--- src/rtl/bperm_pkg.sv ---
// Package: shared sizing helpers for the byte permute unit.
// Assumes a pool of twice as many bytes as there are result lanes.
package bperm_pkg;

    // Index width needed to address a pool of 2*lanes bytes.
    function automatic int idx_width(input int lanes);
        return $clog2(2 * lanes);
    endfunction

    // Per-lane code width: pool index plus the fill/copy mode bit.
    function automatic int code_width(input int lanes);
        return $clog2(2 * lanes) + 1;
    endfunction

    // Lane operating mode taken from the top bit of a lane code.
    typedef enum logic {
        LANE_COPY = 1'b0,
        LANE_FILL = 1'b1
    } lane_mode_e;

endpackage

--- src/rtl/bperm_pool.sv ---
// Module: bperm_pool
// Joins the two operands into one flat byte pool, with operand A in
// the low bytes and operand B in the high bytes.
// Assumes both operands are LANES bytes wide.
module bperm_pool #(
    parameter int LANES  = 4,
    parameter int BYTE_W = 8,
    localparam int OP_W  = LANES * BYTE_W
) (
    input  logic [OP_W-1:0]   op_lo,
    input  logic [OP_W-1:0]   op_hi,
    output logic [2*OP_W-1:0] pool
);

    // Place the low operand in bytes 0..LANES-1 and the high one above it.
    always_comb begin
        pool = {op_hi, op_lo};
    end

endmodule

--- src/rtl/bperm_lane.sv ---
// Module: bperm_lane
// Produces one result byte. It picks a pool byte by index, then either
// passes it through or fills the lane with that byte's top bit.
// Assumes the pool size is a power of two that matches IDX_W.
module bperm_lane
    import bperm_pkg::*;
#(
    parameter int LANES   = 4,
    parameter int BYTE_W  = 8,
    localparam int POOL_N = 2 * LANES,
    localparam int IDX_W  = idx_width(LANES),
    localparam int CODE_W = code_width(LANES)
) (
    input  logic [POOL_N*BYTE_W-1:0] pool,
    input  logic [CODE_W-1:0]        code,
    output logic [BYTE_W-1:0]        lane_out
);

    logic [IDX_W-1:0]  pick_idx;
    lane_mode_e        mode;
    logic [BYTE_W-1:0] picked;
    logic              top_bit;

    // Split the lane code into a pool index and a mode.
    always_comb begin
        pick_idx = code[IDX_W-1:0];
        mode     = lane_mode_e'(code[CODE_W-1]);
    end

    // Select the addressed pool byte and take its most significant bit.
    always_comb begin
        picked  = pool[pick_idx*BYTE_W +: BYTE_W];
        top_bit = picked[BYTE_W-1];
    end

    // Pass the byte through or replicate its top bit, depending on mode.
    always_comb begin
        unique case (mode)
            LANE_FILL: lane_out = {BYTE_W{top_bit}};
            default:   lane_out = picked;
        endcase
    end

endmodule

--- src/rtl/bperm_core.sv ---
// Module: bperm_core
// Combinational permute datapath: builds the pool and runs one lane
// per result byte. Lane k reads code field k of the selector.
// Assumes the selector packs LANES codes with the lowest field first.
module bperm_core
    import bperm_pkg::*;
#(
    parameter int LANES   = 4,
    parameter int BYTE_W  = 8,
    localparam int OP_W   = LANES * BYTE_W,
    localparam int CODE_W = code_width(LANES),
    localparam int SEL_W  = LANES * CODE_W
) (
    input  logic [OP_W-1:0]  op_a,
    input  logic [OP_W-1:0]  op_b,
    input  logic [SEL_W-1:0] sel,
    output logic [OP_W-1:0]  perm
);

    logic [2*OP_W-1:0] pool;

    bperm_pool #(
        .LANES  (LANES),
        .BYTE_W (BYTE_W)
    ) u_pool (
        .op_lo (op_a),
        .op_hi (op_b),
        .pool  (pool)
    );

    // One lane per result byte, each driven by its own code field.
    for (genvar k = 0; k < LANES; k++) begin : g_lane
        bperm_lane #(
            .LANES  (LANES),
            .BYTE_W (BYTE_W)
        ) u_lane (
            .pool     (pool),
            .code     (sel[k*CODE_W +: CODE_W]),
            .lane_out (perm[k*BYTE_W +: BYTE_W])
        );
    end

endmodule

--- src/rtl/bperm_unit.sv ---
// Module: bperm_unit (top)
// Byte permute unit with a per-lane copy or sign-fill choice.
// REGISTERED=1 gives one cycle of latency: the result register loads
// only when in_valid is high, and out_valid is in_valid delayed by one
// clock. REGISTERED=0 gives a purely combinational path in which
// out_valid follows in_valid directly.
// Assumes a synchronous active-low reset.
module bperm_unit
    import bperm_pkg::*;
#(
    parameter int LANES      = 4,
    parameter int BYTE_W     = 8,
    parameter bit REGISTERED = 1'b1,
    localparam int OP_W      = LANES * BYTE_W,
    localparam int CODE_W    = code_width(LANES),
    localparam int SEL_W     = LANES * CODE_W
) (
    input  logic             clk,
    input  logic             rst_n,
    input  logic             in_valid,
    input  logic [OP_W-1:0]  opa,
    input  logic [OP_W-1:0]  opb,
    input  logic [SEL_W-1:0] sel,
    output logic             out_valid,
    output logic [OP_W-1:0]  result
);

    logic [OP_W-1:0] perm_c;

    bperm_core #(
        .LANES  (LANES),
        .BYTE_W (BYTE_W)
    ) u_core (
        .op_a (opa),
        .op_b (opb),
        .sel  (sel),
        .perm (perm_c)
    );

    if (REGISTERED) begin : g_reg
        logic            vld_q;
        logic [OP_W-1:0] res_q;

        // Delay the valid strobe by one stage.
        always_ff @(posedge clk) begin
            if (!rst_n) vld_q <= 1'b0;
            else        vld_q <= in_valid;
        end

        // Capture the permuted word only on a valid input.
        always_ff @(posedge clk) begin
            if (!rst_n)        res_q <= '0;
            else if (in_valid) res_q <= perm_c;
        end

        // Drive the outputs from the stage registers.
        always_comb begin
            out_valid = vld_q;
            result    = res_q;
        end
    end else begin : g_comb
        // Pass the datapath straight through.
        always_comb begin
            out_valid = in_valid;
            result    = perm_c;
        end
    end

endmodule

--- config.mk ---
export PLATFORM = sky130hd
export DESIGN_NAME = bperm_unit
export DESIGN_NICKNAME = d
export VERILOG_FILES = /design/src/rtl/bperm_pkg.sv /design/src/rtl/bperm_pool.sv /design/src/rtl/bperm_lane.sv /design/src/rtl/bperm_core.sv /design/src/rtl/bperm_unit.sv
export SDC_FILE = /design/constraint.sdc
export NUM_CORES = 1
export LEC_CHECK = 0
export CORE_MARGIN = 2
export CORE_UTILIZATION = 46
export DETAILED_ROUTE_END_ITERATION = 12
export GPL_TIMING_DRIVEN = 0
export PLACE_DENSITY = 0.89
export SYNTH_ARGS = -nofsm -noshare
export SYNTH_HDL_FRONTEND = slang
export SYNTH_SLANG_ARGS = --single-unit
--- constraint.sdc ---
create_clock -name clk -period 2.4 [get_ports clk]
set_input_delay 0.48 -clock clk [delete_from_list [all_inputs] [get_ports clk]]
set_output_delay 0.48 -clock clk [all_outputs]
set_load 0.01 [all_outputs]
==> results of run 1 <==
==> flip-flops by register name, indices dropped and copies added (netlist names) <==
name       flops
result        32
out_valid      1
==> cell families after synthesis <==
logic type             count (synthesis)
AOI/OAI and AO/OA                     36
buffers and inverters                 28
DFF                                   33
muxes                                104
and+or+nand+nor                       52
==> critical path, delay by kind of cell <==
kind	cells	cell delay, ns
multiplexers	2	0.66
AO/OA/AOI/OAI	1	0.13
buffers and inverters	2	1.22
==> area by class of cell <==
type | instances | area (sq um)
plain buffers | 28 | 161.4
clock buffers | 5 | 68.82
clock inverters | 3 | 46.29
fillers | 494 | 2240
multi-input cells | 192 | 2351
flip-flops and latches | 33 | 660.6
well taps | 80 | 100.1
repair buffers | 109 | 1091
==> cell usage in the layout, fill, tap and decap left out, types with 5 or more instances in the layout <==
cell | Yosys | layout
sky130_fd_sc_hd__clkbuf_8 | 0 | 5
sky130_fd_sc_hd__mux4_2 | 58 | 58
sky130_fd_sc_hd__a211oi_1 | 14 | 14
sky130_fd_sc_hd__clkbuf_1 | 12 | 11
sky130_fd_sc_hd__nor2_1 | 16 | 16
sky130_fd_sc_hd__nor3b_1 | 14 | 14
sky130_fd_sc_hd__o22ai_1 | 14 | 14
sky130_fd_sc_hd__buf_2 | 8 | 8
sky130_fd_sc_hd__nand2_1 | 5 | 5
sky130_fd_sc_hd__dfxtp_1 | 33 | 33
sky130_fd_sc_hd__nor2b_1 | 7 | 7
sky130_fd_sc_hd__mux2_2 | 20 | 20
sky130_fd_sc_hd__mux2i_1 | 24 | 24
sky130_fd_sc_hd__clkdlybuf4s50_1 | 0 | 109
==> Yosys cell counts <==
cell type                  number
sky130_fd_sc_hd__buf_4          4
sky130_fd_sc_hd__buf_6          4
sky130_fd_sc_hd__nor2b_1        7
sky130_fd_sc_hd__o21ai_4        2
sky130_fd_sc_hd__o22ai_1       14
sky130_fd_sc_hd__nor3b_1       14
sky130_fd_sc_hd__and2_1         1
sky130_fd_sc_hd__nor2_1        16
sky130_fd_sc_hd__nand4_1        2
sky130_fd_sc_hd__nand3b_1       1
sky130_fd_sc_hd__a22oi_1        2
sky130_fd_sc_hd__mux4_2        58
sky130_fd_sc_hd__mux2_1         2
sky130_fd_sc_hd__a211oi_1      14
sky130_fd_sc_hd__a21boi_0       2
sky130_fd_sc_hd__nand2b_1       4
sky130_fd_sc_hd__nand2_1        5
sky130_fd_sc_hd__dfxtp_1       33
sky130_fd_sc_hd__a31oi_1        2
sky130_fd_sc_hd__clkbuf_1      12
sky130_fd_sc_hd__nand3_1        2
sky130_fd_sc_hd__buf_2          8
sky130_fd_sc_hd__mux2i_1       24
sky130_fd_sc_hd__mux2_2        20
==> report_power, final <==
part	switching (mW)	leakage, nW	internal, mW
Sequential	0.0284	0.275	0.597
Combinational	0.330	1.25	0.466
Clock	0.235	0.0543	0.311
==> worst max-delay path by stage <==
stage | from | endpoint | slack [ns]
finish | sel[10] | result[19] | 0.08
global route | sel[10] | result[19] | 0.02
CTS | sel[10] | result[19] | 0.11
detailed placement | sel[10] | result[19] | -0.21
global placement | sel[14] | result[30] | -0.17
floorplan | sel[5] | result[12] | 0.53
==> metrics by stage <==
step / cells / total power [mW] / area (sq um) / setup WS [ns] / utilization (%)
2_1_floorplan: 253 / 1.059 / 3172 / 0.5347 / -
3_3_place_gp: 442 / 1.397 / 4363 / -0.1680 / 64.93
3_5_place_dp: 442 / 1.422 / 4363 / -0.2056 / 64.93
4_1_cts: 450 / 1.959 / 4478 / 0.1061 / 66.65
5_1_grt: 450 / 2.028 / 4479 / 0.02382 / 66.67
6_report: 450 / 1.967 / 4479 / 0.07854 / 66.67
==> routing by layer <==
| layer | vias to the layer above | track usage (%) | wire [microns] |
|---|---|---|---|
| li1 | 1279 | - | - |
| met1 | 1462 | 33.54 | 3698 |
| met2 | 216 | 46.50 | 5156 |
| met3 | 35 | 5.687 | 977 |
| met4 | 0 | 11.93 | 327 |
| met5 | - | 0 | 0 |
==> timing repair <==
item,CTS,global route
hold buffers,0,0
resized for setup,0,2
setup endpoints to repair,0,1
==> key figures, run 1 <==
Outcome
  • Run status: complete, no violations

STA
  • Setup_tns: 0 ns
  • Number of max-slew violations in the final report: 0
  • Final hold slack: around 0.49 ns
  • Setup violators final: 0
  • Peak clock frequency supported by timing: 430.8 MHz
  • Setup skew after layout: 0 ns
  • Shortest period the worst path allows: about 2.3 ns
  • Slew at the pin with the worst max-slew slack: around 0.72 ns
  • Post-route fraction of the period consumed by the critical path: 96.73%
  • Final hold violation count: 0
  • Unrepaired setup endpoints after global routing: no
  • Worst slew slack as a fraction of its limit: between 50% and 60%

Worst setup path
  • Required time of the critical path: 2.57 ns
  • Data arrival, critical path: 2.49 ns
  • Cell count of the worst reg-to-reg path: 2
  • FF-to-FF setup slack: 1.63 ns
  • Reg2Reg Capture Point: result[6]
  • Type of the worst setup path: input pin to register
  • Critical path endpoint category: register
  • CP Max Fanout: 10
  • Crit-path cells: clkdlybuf4s50_1 -> clkbuf_1 -> mux4_2 -> mux2i_1 -> a211oi_1
  • Delay of the slowest cell on the worst path: roughly 0.68 ns
  • Startpoint of the most critical register-to-register path: result[6]
  • Kind of start point of the critical path: input pin
  • Slowest stage cell on the critical path: sky130_fd_sc_hd__clkdlybuf4s50_1

Synthesis
  • Yosys Warn Count: 0
  • Post-Synth Simple-Gate Area: 9.112%
  • Xor-xnor portion of the synthesized cell area: 0%
  • Share of cell area taken by muxes after synthesis: between 50% and 60%
  • Synthesized-area fraction occupied by ao, oa, aoi and oai cells: around 8.4%
  • Synthesized area: 3172 sq um
  • Biggest area contributors in the synthesized netlist: sky130_fd_sc_hd__mux4_2 41%, sky130_fd_sc_hd__dfxtp_1 21%, sky130_fd_sc_hd__mux2i_1 7.6%
  • Adder-Cell Fraction of Synth Area: 0%
  • Number of nets produced by synthesis: approximately 340
  • Count of mapped cells out of synthesis: 253
  • Synth area leader: sky130_fd_sc_hd__mux4_2
  • Flops & latches, synth: 33
  • Top cell type's share of synthesized area: 41.18%
  • Synth unique cells: 24
  • Dominant combinational cell family by area after synthesis: multiplexers
  • Sequential element share of the synthesized area: roughly a fifth
  • Per-instance average area after synthesis: between 10 and 15 sq um

Place
  • Placed wire-length estimate after detailed placement: between 7000 and 8000 microns
  • Quantity of I/O buffers inserted on ports: 109
  • Global placement routability congestion: 0.9043

Power and ir drop
  • Power density over the cells: 439.1 nW/um^2
  • Standby leakage power: between 1.5 and 2 nW
  • Max IR drop VDD: between 0.0002 and 0.00025 V

GRT
  • Pin count of the biggest net entering global routing: 13
  • Gr ovfl total: 0
  • Via count of the first global-routing pass: roughly 3,100
  • Tot GR Track Use: between 20% and 30%
  • Global-route wire length before repair: 15,460 microns
  • Number of antenna violations at the first check in global routing: 0

CTS
  • Skew-Pair Late Insertion Delay: ~0.30 ns
  • H-Tree Level Count: 2
  • Buffers inserted during post-CTS setup optimization: 0
  • Max Root-Sink Buffers: 2
  • Cell at the root of the clock tree: sky130_fd_sc_hd__clkbuf_8
  • Total CTS buffers: 5
  • TritonCTS clock tree: built
  • CTS clk-pin slew, worst paths: around 0.07 ns
  • CTS Sinks: 33

Floorplanning
  • Floorplan die width: approximately 87 microns
  • Site row count: 30
  • Number of top-level design ports: around 120
  • Placeable core region: between 6000 and 7000 sq um
  • Starting Density: between 40% and 50%
  • Die boundary height: 87.04 microns
  • Floorplan die area: between 7000 and 8000 sq um

Layout
  • Number of nets at the end of the flow: 452
  • Diode insertion count for antenna repair: 0
  • Area grow syn2layout: 41.22%
  • Share of layout cells above drive strength 1: between 20 and 30%

Hold path
  • Startpoint of the worst hold path: result[20]
  • End of the worst hold path: result[20]
  • Hold Path Cell Cnt: 2
  • Worst min-delay path class: register to register

Detailed routing
  • Drt first pass iters: 5
  • Average routed wire per standard cell: 22.58 microns
  • Detailed-route vias per instance: between 6 and 7
  • Aggregate routed wire length: slightly above 10,000 microns
  • Via count: about 3,000
  • DRC violation count after routing: 0
  • Number of routed nets with antenna violations: 0
  • Iteration-0 DRC Markers: 287

Run
  • Count of max-cap constraint violations: 0
Note: power is estimated with default switching activity, not from simulation.
==> run 2: changes to the inputs <==
--- a/config.mk
+++ b/config.mk
@@ -9,7 +9,7 @@
 export CORE_UTILIZATION = 46
 export DETAILED_ROUTE_END_ITERATION = 12
 export GPL_TIMING_DRIVEN = 0
-export PLACE_DENSITY = 0.89
+export PLACE_DENSITY_LB_ADDON = 0.15
 export SYNTH_ARGS = -nofsm -noshare
 export SYNTH_HDL_FRONTEND = slang
 export SYNTH_SLANG_ARGS = --single-unit
==> key figures, run 2 (synthesis gave the netlist of run 1 again) <==
Outcome
  • Run status: complete, no violations (unchanged)

Worst setup path
  • CP Buf/Inv Count: 2 (unchanged)
  • CP Max Fanout: 10 (unchanged)
  • Required time of the critical path: 2.55 ns (was 2.57 ns)
  • Critical path endpoint category: register (unchanged)
  • Type of the worst setup path: input pin to register (unchanged)
  • Delay of the slowest cell on the worst path: 0.68 ns (about the same)
  • Kind of start point of the critical path: input pin (unchanged)
  • Crit-path cells: clkdlybuf4s50_1 -> clkbuf_1 -> mux4_2 -> mux2i_1 -> a211oi_1 (unchanged)
  • Slowest stage cell on the critical path: sky130_fd_sc_hd__clkdlybuf4s50_1 (unchanged)
  • Data arrival, critical path: 2.55 ns (was 2.49 ns)
  • Worst path top cell family by delay: buffers and inverters (unchanged)

STA
  • Setup skew after layout: 0 ns (unchanged)
  • Final hold slack: 0.4869 ns (was 0.4902 ns)
  • Shortest period the worst path allows: 2.394 ns (was 2.321 ns)
  • Final hold violation count: 0 (unchanged)
  • Post-route fraction of the period consumed by the critical path: 99.74% (was 96.73%)
  • Slew at the pin with the worst max-slew slack: 0.6595 ns (was 0.7152 ns)
  • Number of max-slew violations in the final report: 0 (unchanged)
  • Worst slew slack as a fraction of its limit: 56.03% (was 52.09%)
  • Setup violators final: 0 (unchanged)
  • Unrepaired setup endpoints after global routing: no (unchanged)
  • Peak clock frequency supported by timing: 417.8 MHz (was 430.8 MHz)

Layout
  • Number of flip-flops under the largest register name: 32 (unchanged)
  • Final non-filler cell area: 4486 sq um (was 4479 sq um)
  • Share of layout cells above drive strength 1: 28.65% (was 28.38%)
  • Final core utilization: 66.76% (was 66.67%)
  • Area grow syn2layout: 41.42% (was 41.22%)
  • Number of nets at the end of the flow: 452 (unchanged)
  • Commonest non-fill, non-tap cell in the layout: sky130_fd_sc_hd__clkdlybuf4s50_1 (unchanged)
  • Commonest cells after routing, fill and taps aside: 109 x sky130_fd_sc_hd__clkdlybuf4s50_1, 58 x sky130_fd_sc_hd__mux4_2, 33 x sky130_fd_sc_hd__dfxtp_1 (unchanged)
  • Diode insertion count for antenna repair: 0 (unchanged)

Detailed routing
  • Average routed wire per standard cell: 22.71 microns (was 22.58 microns)
  • Via count: 2,988 (was 2,992)
  • Detailed-route vias per instance: 6.640 (was 6.649)
  • Number of routed nets with antenna violations: 0 (unchanged)
  • Iteration-0 DRC Markers: 248 (was 287)
  • Drt first pass iters: 6 (was 5)
  • Aggregate routed wire length: 10,220 microns (was 10,160 microns)
  • DRC violation count after routing: 0 (unchanged)

Power and ir drop
  • Max IR drop VDD: 0.0002202 V (was 0.0002214 V)
  • Power density over the cells: 434.4 nW/um^2 (was 439.1 nW/um^2)
  • Standby leakage power: 1.583 nW (was 1.582 nW)

GRT
  • Via count of the first global-routing pass: 2,945 (was 3,117)
  • Gr ovfl total: 0 (unchanged)
  • Number of antenna violations at the first check in global routing: 0 (unchanged)
  • Tot GR Track Use: 27.90% (was 27.34%)
  • Pin count of the biggest net entering global routing: 13 (unchanged)
  • Global-route wire length before repair: 15,790 microns (was 15,460 microns)

CTS
  • Cell at the root of the clock tree: sky130_fd_sc_hd__clkbuf_8 (unchanged)
  • Count of hold buffers inserted by post-cts repair: 0 (unchanged)
  • Total CTS buffers: 5 (unchanged)
  • TritonCTS clock tree: built (unchanged)
  • H-Tree Level Count: 2 (unchanged)
  • CTS Sinks: 33 (unchanged)
  • Max Root-Sink Buffers: 2 (unchanged)
  • Skew-Pair Late Insertion Delay: 0.28 ns (was 0.30 ns)
  • Buffers inserted during post-CTS setup optimization: 0 (unchanged)
  • CTS clk-pin slew, worst paths: 0.07 ns (about the same)

Floorplanning
  • Floorplan die width: 87.04 microns (unchanged)
  • Die boundary height: 87.04 microns (unchanged)
  • Starting Density: 47.21% (unchanged)
  • Placeable core region: 6719 sq um (unchanged)
  • Number of top-level design ports: 116 (unchanged)
  • Site row count: 30 (unchanged)
  • Floorplan die area: 7575 sq um (unchanged)

Place
  • Instance area at placement: 4363 sq um (unchanged)
  • Quantity of I/O buffers inserted on ports: 109 (unchanged)
  • Global placement routability congestion: 0.9257 (was 0.9043)
  • Placed wire-length estimate after detailed placement: 7973 microns (was 7935 microns)

Run
  • Count of max-cap constraint violations: 0 (unchanged)

Hold path
  • Worst min-delay path class: register to register (unchanged)
[run 2: where the power goes]
part	switching [mW]	leakage (nW)	internal, mW
sequential	0.0251	0.275	0.597
combinational	0.334	1.25	0.467
clock	0.215	0.0543	0.311
total	0.574	1.58	1.37
[run 2: layout make-up]
cell class / instances / area, sq um
multi-input combinational: 192 / 2357
fill: 512 / 2233
timing repair buffer: 109 / 1091
sequential: 33 / 660.6
buffer: 28 / 161.4
tap: 80 / 100.1
clock buffer: 5 / 68.82
clock inverter: 3 / 46.29
[run 2: repair_timing]
| action | CTS | global route |
|---|---|---|
| setup endpoints to repair | 0 | 11 |
| gates resized for setup | 0 | 3 |
| endpoints found under the hold margin | 0 | 0 |
[run 2: final timing paths]
path / to / from / cells past startpoint / slack, ns
setup / recovery: result[26] / sel[14] / 5 / 0.006
hold / removal: result[7] / result[7] / 2 / 0.49
hold reg to reg: result[7] / result[7] / 2 / 0.49
setup reg to reg: result[6] / result[6] / 2 / 1.67
[run 2: layer usage]
layer / share of wire [%] / vias to the layer above / global-route usage [%]
met5: 0 / - / 0
met1: 38 / 1468 / 37.38
met4: 3.1 / 0 / 8.949
met2: 50 / 214 / 46.70
li1: - / 1280 / -
met3: 9.0 / 26 / 3.981
[run 2: worst reg2reg max path, cell delays in order (launching register included)]
cell,delay [ns]
sky130_fd_sc_hd__dfxtp_1,0.36
sky130_fd_sc_hd__o22ai_1,0.09
sky130_fd_sc_hd__nor3b_1,0.20
[run 2: stage by stage]
| stage | cells | worst slack (ns) | setup TNS [ns] | power [mW] |
|---|---|---|---|---|
| 6_report | 450 | 0.006253 | 0 | 1.949 |
| 5_1_grt | 450 | 0.007306 | 0 | 2.028 |
| 4_1_cts | 450 | 0.07047 | 0 | 1.949 |
| 3_5_place_dp | 442 | -0.2263 | -3.927 | 1.426 |
| 3_3_place_gp | 442 | -0.1942 | -2.922 | 1.406 |
| 2_1_floorplan | 253 | 0.5347 | 0 | 1.059 |
